File: src/rtl/seqr_pkg.sv
package seqr_pkg;
    localparam int unsigned PC_W   = 10;
    localparam int unsigned PAGE_W = 8;
    localparam int unsigned BYTE_W = 8;
    localparam int unsigned ID_W   = 4;
    localparam int unsigned SEL_W  = 2;
    localparam int unsigned KEY_W  = SEL_W + 2 * ID_W;
    localparam int unsigned HI_W   = PC_W - PAGE_W;

    localparam logic [BYTE_W-1:0] OPC_YIELD = 8'hEE;
    localparam logic [BYTE_W-1:0] OPC_CALL  = 8'hFC;
    localparam logic [BYTE_W-1:0] OPC_RET   = 8'hFD;
    localparam logic [BYTE_W-1:0] OPC_JUMP  = 8'hFE;

    typedef enum logic [2:0] {
        K_PLAIN, K_SEG, K_YIELD, K_CALL, K_RET, K_JUMP
    } op_kind_e;

    typedef struct packed {
        op_kind_e kind;
        logic     two_byte;
    } op_ctrl_t;

    function automatic logic is_two_byte(input logic [BYTE_W-1:0] op);
        return (op[7:3] == 5'b10001) || (op[7:3] == 5'b10111) ||
               (op[7:3] == 5'b11110) || (op == 8'hE0) || (op == 8'hE8) ||
               (op == OPC_CALL) || (op == OPC_JUMP);
    endfunction
endpackage

File: src/rtl/seqr_decode.sv
module seqr_decode
    import seqr_pkg::*;
(
    input  logic [BYTE_W-1:0] opc,
    output op_ctrl_t          ctrl
);
    always_comb begin
        ctrl.two_byte = is_two_byte(opc);
        if (opc == OPC_YIELD)         ctrl.kind = K_YIELD;
        else if (opc == OPC_CALL)     ctrl.kind = K_CALL;
        else if (opc == OPC_RET)      ctrl.kind = K_RET;
        else if (opc == OPC_JUMP)     ctrl.kind = K_JUMP;
        else if (opc[7:4] == 4'h0)    ctrl.kind = K_SEG;
        else                          ctrl.kind = K_PLAIN;
    end
endmodule

File: src/rtl/seqr_dispatch.sv
module seqr_dispatch
    import seqr_pkg::*;
(
    input  logic [KEY_W-1:0] key,
    output logic [PC_W-1:0]  target
);
    // key = {selector, routine, segment}; '?' bits are segment wildcards
    always_comb begin
        unique casez (key)
            10'b00_0001_0000: target = 10'h120;
            10'b00_0001_0011: target = 10'h1A4;
            10'b00_0010_0101: target = 10'h08C;
            10'b01_0011_?000: target = 10'h2B0;
            10'b01_0011_?011: target = 10'h2C6;
            10'b01_0001_1???: target = 10'h305;
            10'b10_0100_????: target = 10'h0D0;
            10'b10_0101_????: target = 10'h17A;
            10'b11_0110_0000: target = 10'h33F;
            default:          target = '0;
        endcase
    end
endmodule

File: src/rtl/seqr_retstack.sv
module seqr_retstack
    import seqr_pkg::*;
(
    input  logic            clk,
    input  logic            rst,
    input  logic            push,
    input  logic            pop,
    input  logic [PC_W-1:0] push_addr,
    output logic            valid,
    output logic [PC_W-1:0] top_addr
);
    // single entry: a push overwrites, a pop empties
    always_ff @(posedge clk) begin
        if (rst) begin
            valid    <= 1'b0;
            top_addr <= '0;
        end else if (push) begin
            valid    <= 1'b1;
            top_addr <= push_addr;
        end else if (pop) begin
            valid    <= 1'b0;
        end
    end
endmodule

File: src/rtl/seqr_core.sv
module seqr_core
    import seqr_pkg::*;
#(
    parameter int unsigned PHASES = 5
) (
    input  logic              clk,
    input  logic              rst,
    output logic [PC_W-1:0]   rom_addr,
    input  logic [BYTE_W-1:0] rom_data,
    input  logic [ID_W-1:0]   routine_id,
    input  logic [SEL_W-1:0]  sel_bits,
    output logic [PC_W-1:0]   dbg_pc,
    output logic [BYTE_W-1:0] dbg_insn,
    output logic              dbg_step,
    output logic              ret_err
);
    localparam int unsigned     PH_W    = (PHASES < 4) ? 2 : $clog2(PHASES);
    localparam logic [PH_W-1:0] PH_LAST = PH_W'(PHASES - 1);

    logic [PH_W-1:0]   ph;
    logic [PC_W-1:0]   pc, pc_nxt, pc_p1, pc_p2, page_tgt, disp_tgt, stk_addr;
    logic [BYTE_W-1:0] opc, opr;
    logic [ID_W-1:0]   seg;
    logic              err, commit, stk_valid;
    op_ctrl_t          ctrl;

    seqr_decode   dec_i (.opc(opc), .ctrl(ctrl));
    seqr_dispatch dsp_i (.key({sel_bits, routine_id, seg}), .target(disp_tgt));
    seqr_retstack stk_i (
        .clk(clk), .rst(rst),
        .push(commit && ctrl.kind == K_CALL),
        .pop(commit && ctrl.kind == K_RET),
        .push_addr(pc_p2),
        .valid(stk_valid), .top_addr(stk_addr)
    );

    assign commit   = (ph == PH_LAST);
    assign pc_p1    = pc + PC_W'(1);
    assign pc_p2    = pc + PC_W'(2);
    assign page_tgt = {pc[PC_W-1:PAGE_W], opr};
    assign rom_addr = (ph == '0) ? pc : pc_p1;

    always_comb begin
        unique case (ctrl.kind)
            K_CALL, K_JUMP: pc_nxt = page_tgt;
            K_RET:          pc_nxt = stk_valid ? stk_addr : pc_p1;
            K_YIELD:        pc_nxt = disp_tgt;
            default:        pc_nxt = ctrl.two_byte ? pc_p2 : pc_p1;
        endcase
    end

    always_ff @(posedge clk) begin
        if (rst) begin
            ph  <= '0;
            pc  <= '0;
            opc <= '0;
            opr <= '0;
            seg <= '0;
            err <= 1'b0;
        end else begin
            ph <= commit ? '0 : ph + PH_W'(1);
            if (ph == PH_W'(0)) opc <= rom_data;
            if (ph == PH_W'(1)) opr <= rom_data;
            if (commit) begin
                pc <= pc_nxt;
                if (ctrl.kind == K_SEG) seg <= opc[ID_W-1:0];
                if (ctrl.kind == K_RET && !stk_valid) err <= 1'b1;
            end
        end
    end

    assign dbg_pc   = pc;
    assign dbg_insn = opc;
    assign dbg_step = commit;
    assign ret_err  = err;
endmodule

File: config.mk
export PLATFORM = sky130hd
export DESIGN_NAME = seqr_core
export DESIGN_NICKNAME = d
export VERILOG_FILES = /design/src/rtl/seqr_pkg.sv /design/src/rtl/seqr_decode.sv /design/src/rtl/seqr_dispatch.sv /design/src/rtl/seqr_retstack.sv /design/src/rtl/seqr_core.sv
export SDC_FILE = /design/constraint.sdc
export NUM_CORES = 1
export LEC_CHECK = 0
export BUFFER_PORTS_ARGS = -buffer_cell sky130_fd_sc_hd__buf_2
export CORE_ASPECT_RATIO = 0.5
export CORE_UTILIZATION = 40
export CTS_BUF_LIST = sky130_fd_sc_hd__clkbuf_4 sky130_fd_sc_hd__clkbuf_8
export DETAILED_ROUTE_END_ITERATION = 12
export GPL_TIMING_DRIVEN = 0
export PLACE_DENSITY = 0.64
export REMOVE_ABC_BUFFERS = 1
export SLEW_MARGIN = 30
export SYNTH_ARGS = -nofsm -noshare
export SYNTH_HDL_FRONTEND = slang
export SYNTH_SLANG_ARGS = --single-unit
File: constraint.sdc
create_clock -name clk -period 1.8 [get_ports clk]
set_input_delay 0.27 -clock clk [delete_from_list [all_inputs] [get_ports clk]]
set_output_delay 0.27 -clock clk [all_outputs]
set_load 0.02 [all_outputs]
==> results.json <==
{
  "setup_violating_endpoint_count_in_the_final_report": 23,
  "max-cap-violations": 0,
  "dieHeight_um": 62.34,
  "clk_pin_slew_ns": 0.09,
  "worst-path-buf-inv": 1,
  "first_global_vias": 2661,
  "cts_tree": "yes",
  "critical_path.startpoint_type": "register",
  "report.power.total_uw": 2506,
  "die_outline_area_um2": 7648,
  "worstPathCellList": "or4_4 > a21oi_4 > nor2_4 > buf_4 > a311oi_1 > a211oi_1",
  "worstPathMaxFanout": 7,
  "avgRoutedWirePerCell_um": 16.42,
  "sw_frac_of_total_pct": 30.56,
  "worst_ep_required_time_ns": 1.96,
  "timing.critical_path.slowest_cell_delay_ns": 0.54,
  "tritoncts_num_sinks": 45,
  "failed_checks": "setup timing",
  "mostFrequentLayoutCells": "sky130_fd_sc_hd__nand2_1, sky130_fd_sc_hd__buf_4, sky130_fd_sc_hd__nor2_1, sky130_fd_sc_hd__buf_2, sky130_fd_sc_hd__dfxtp_1",
  "yosysSeqAreaShare_pct": 30.93,
  "place.detailed.hpwl_um": 5520,
  "worstSetupPathType": "reg2reg",
  "cts.htree.levels": 2,
  "leading_cell_type_in_the_layout_fill_and_taps_excluded": "sky130_fd_sc_hd__nand2_1",
  "design.core.area_um2": 6858,
  "die-width_um": 122.7,
  "final_layout_size_suffix_gt1_share_pct": 42.47,
  "yosys_register_bits": 45,
  "antenna_left": 0,
  "top_delay_family_on_crit_path": "simple AND/OR/NAND/NOR gates",
  "placedCellCount": 486,
  "ir_worst_vdd_mv": 0.3965,
  "first_iter_violations": 301,
  "clk_root_buffer_cell": "sky130_fd_sc_hd__clkbuf_8",
  "drc": 0,
  "grt_setup_unrepaired": "yes",
  "power_leakage_uw": 0.001577,
  "switching_power_uw": 765.8,
  "cp_slowest_cell": "sky130_fd_sc_hd__or4_4",
  "timing.max_slew.rel_slack_pct": 41.99,
  "syn_to_final_growth_pct": 41.15,
  "global_route.usage.total_pct": 23.58,
  "cts.path.max_buffers": 2,
  "fmaxAchievable_mhz": 513.6,
  "postLayoutSetupSlackWorst_ns": -0.1471,
  "final_wl_um": 8817,
  "first_pass_iters": 5,
  "seq_power_share_pct": 44.2,
  "largest_net_degree_at_the_start_of_global_routing": 46,
  "fin_tns_setup_ns": -1.443,
  "outcome": "finished, violations left",
  "clkLatencyLatePin_ns": 0.31,
  "period_utilization_pct": 108.2,
  "synthesis.area_per_instance_um2": 7.767,
  "yosysWarnings": 0,
  "final-hold-violation-count": 0,
  "count_of_final_max_slew_check_failures": 0,
  "pwr_cell_area_nw_per_um2": 609.6,
  "layout.nets": 465,
  "post_synth_num_cell_types": 59,
  "n_antenna_cell": 0,
  "hold_path.class": "in2reg",
  "edff_count_synth": 0,
  "worst_ep_arrival_time_ns": 2.11,
  "initial_core_util_pct": 42.47,
  "placement_rows": 21,
  "antenna_violations_before_repair": 0,
  "ios": 46,
  "power.internal_uw": 1740,
  "relative_contribution_of_combinational_cells_to_total_power_pct": 23.0,
  "synth-async-reset-ratio_pct": 0,
  "pre_cts_slack_ns": -0.7402,
  "vias_per_cell": 5.620,
  "synthesis.area_um2": 2913,
  "routabilityCongestion": 0.8620,
  "grt_pass1_wl_um": 13900,
  "endpoint_kind": "register",
  "cts_hold_buf": 0,
  "grt_overflow": 0,
  "ys.flop_type": "sky130_fd_sc_hd__dfxtp_1",
  "tightestPinTransition_ns": 0.8702,
  "final_period_minus_worst_setup_slack_ns": 1.947,
  "post_layout_nonfiller_instances": 537,
  "port_buffers": 45,
  "vias": 3018,
  "skew_ns": 0.007091,
  "synth_cells": 375,
  "cts_buffers": 5,
  "power.share.clock_pct": 32.8
}
kinds of logic after synthesis:
logic type | share of synthesized area (%)
AOI/OAI and AO/OA | 18.30
xor gates and xnor gates | 8.419
adders and majority gates | 2.148
buffers and inverters | 5.069
DFF | 30.93
muxes | 5.928
and+or+nand+nor | 29.21
power by group through the flow:
stage	logic [uW]	registers (uW)	clock network, uW
2_1_floorplan	218	1150	0
3_3_place_gp	373	1150	0
3_5_place_dp	379	1150	0
4_1_cts	521	1110	835
5_1_grt	619	1120	885
6_report	577	1110	823
state kept, by name (all words and copies together), names as in the netlist:
name and cells:
seg 4, stk_i.valid 1, ret_err 1, opr 8, dbg_pc 10, stk_i.top_addr 10, dbg_insn 8, ph 3
final cells by class:
class                           count  area, um^2
Fill cell                         586        2746
Multi-Input combinational cell    295        2241
Clock buffer                        6       82.58
Tap cell                           92       115.1
Clock inverter                      2       37.54
Sequential cell                    45       967.2
Timing Repair Buffer               89       634.4
Inverter                            8       33.78
final timing paths:
| check | start | end | slack, ns | cells past startpoint |
|---|---|---|---|---|
| worst min register to register | ret_err | ret_err | 0.47 | 2 |
| worst max-delay path | dbg_insn[0] | dbg_pc[1] | -0.15 | 6 |
| worst min-delay path | rom_data[3] | dbg_insn[3] | 0.19 | 3 |
| worst max register to register | dbg_insn[0] | dbg_pc[1] | -0.15 | 6 |
synth_stat cells (2+ instances only):
master / instances / area share (%)
sky130_fd_sc_hd__nor4b_2: 2 / 1.0
sky130_fd_sc_hd__mux2i_1: 15 / 5.2
sky130_fd_sc_hd__xor2_1: 8 / 2.4
sky130_fd_sc_hd__or4_1: 2 / 0.52
sky130_fd_sc_hd__buf_1: 2 / 0.26
sky130_fd_sc_hd__buf_2: 4 / 0.69
sky130_fd_sc_hd__and3_1: 6 / 1.3
sky130_fd_sc_hd__o31ai_1: 3 / 0.77
sky130_fd_sc_hd__nor4b_1: 2 / 0.60
sky130_fd_sc_hd__or3_1: 5 / 1.1
sky130_fd_sc_hd__xnor2_1: 20 / 6.0
sky130_fd_sc_hd__a21oi_1: 18 / 3.1
sky130_fd_sc_hd__o21a_1: 2 / 0.52
sky130_fd_sc_hd__inv_1: 8 / 1.0
sky130_fd_sc_hd__nor3_1: 17 / 2.9
sky130_fd_sc_hd__o211ai_1: 4 / 1.0
sky130_fd_sc_hd__ha_1: 5 / 2.1
sky130_fd_sc_hd__dfxtp_1: 45 / 31
sky130_fd_sc_hd__mux2_2: 2 / 0.77
sky130_fd_sc_hd__nand2_1: 45 / 5.8
sky130_fd_sc_hd__nor4_1: 4 / 0.86
sky130_fd_sc_hd__nor2b_1: 5 / 1.1
sky130_fd_sc_hd__nand2b_1: 6 / 1.3
sky130_fd_sc_hd__o21bai_1: 3 / 0.77
sky130_fd_sc_hd__a211oi_1: 13 / 3.4
sky130_fd_sc_hd__nor2_1: 45 / 5.8
sky130_fd_sc_hd__o22ai_1: 2 / 0.43
sky130_fd_sc_hd__o21ai_0: 13 / 2.2
sky130_fd_sc_hd__nand3_1: 14 / 2.4
sky130_fd_sc_hd__a31oi_1: 4 / 0.86
sky130_fd_sc_hd__o221ai_1: 2 / 0.60
sky130_fd_sc_hd__or2_2: 2 / 0.43
sky130_fd_sc_hd__a221oi_1: 2 / 0.60
sky130_fd_sc_hd__clkbuf_1: 19 / 2.4
sky130_fd_sc_hd__a211oi_2: 2 / 0.86
worst min-delay path, stage by stage:
cell	delay, ns
sky130_fd_sc_hd__buf_2	0.11
sky130_fd_sc_hd__nand2_1	0.05
sky130_fd_sc_hd__a21oi_1	0.05
routing by layer:
metal | part of all wire (%) | global-route usage [%] | vias up
li1 | - | - | 1477
met1 | 50 | 36.17 | 1444
met2 | 44 | 33.01 | 90
met3 | 5.6 | 4.779 | 7
met4 | 0.53 | 5.488 | 0
met5 | 0 | 0 | -
what timing repair did:
action                     CTS  global route
pin swaps                   22            27
setup buffers               33            12
setup endpoints to repair   38            35
resized for setup           85            47
gates cloned                 1             0
metrics by stage:
step	hold WS (ns)	instance area, um^2	utilization, %
2_1_floorplan	0.3346	2795	-
3_3_place_gp	0.4453	3136	45.72
3_5_place_dp	0.4603	3156	46.01
4_1_cts	0.1861	3881	56.60
5_1_grt	0.1963	4111	59.95
6_report	0.1947	4111	59.95
Note: power is estimated with default switching activity, not from simulation.
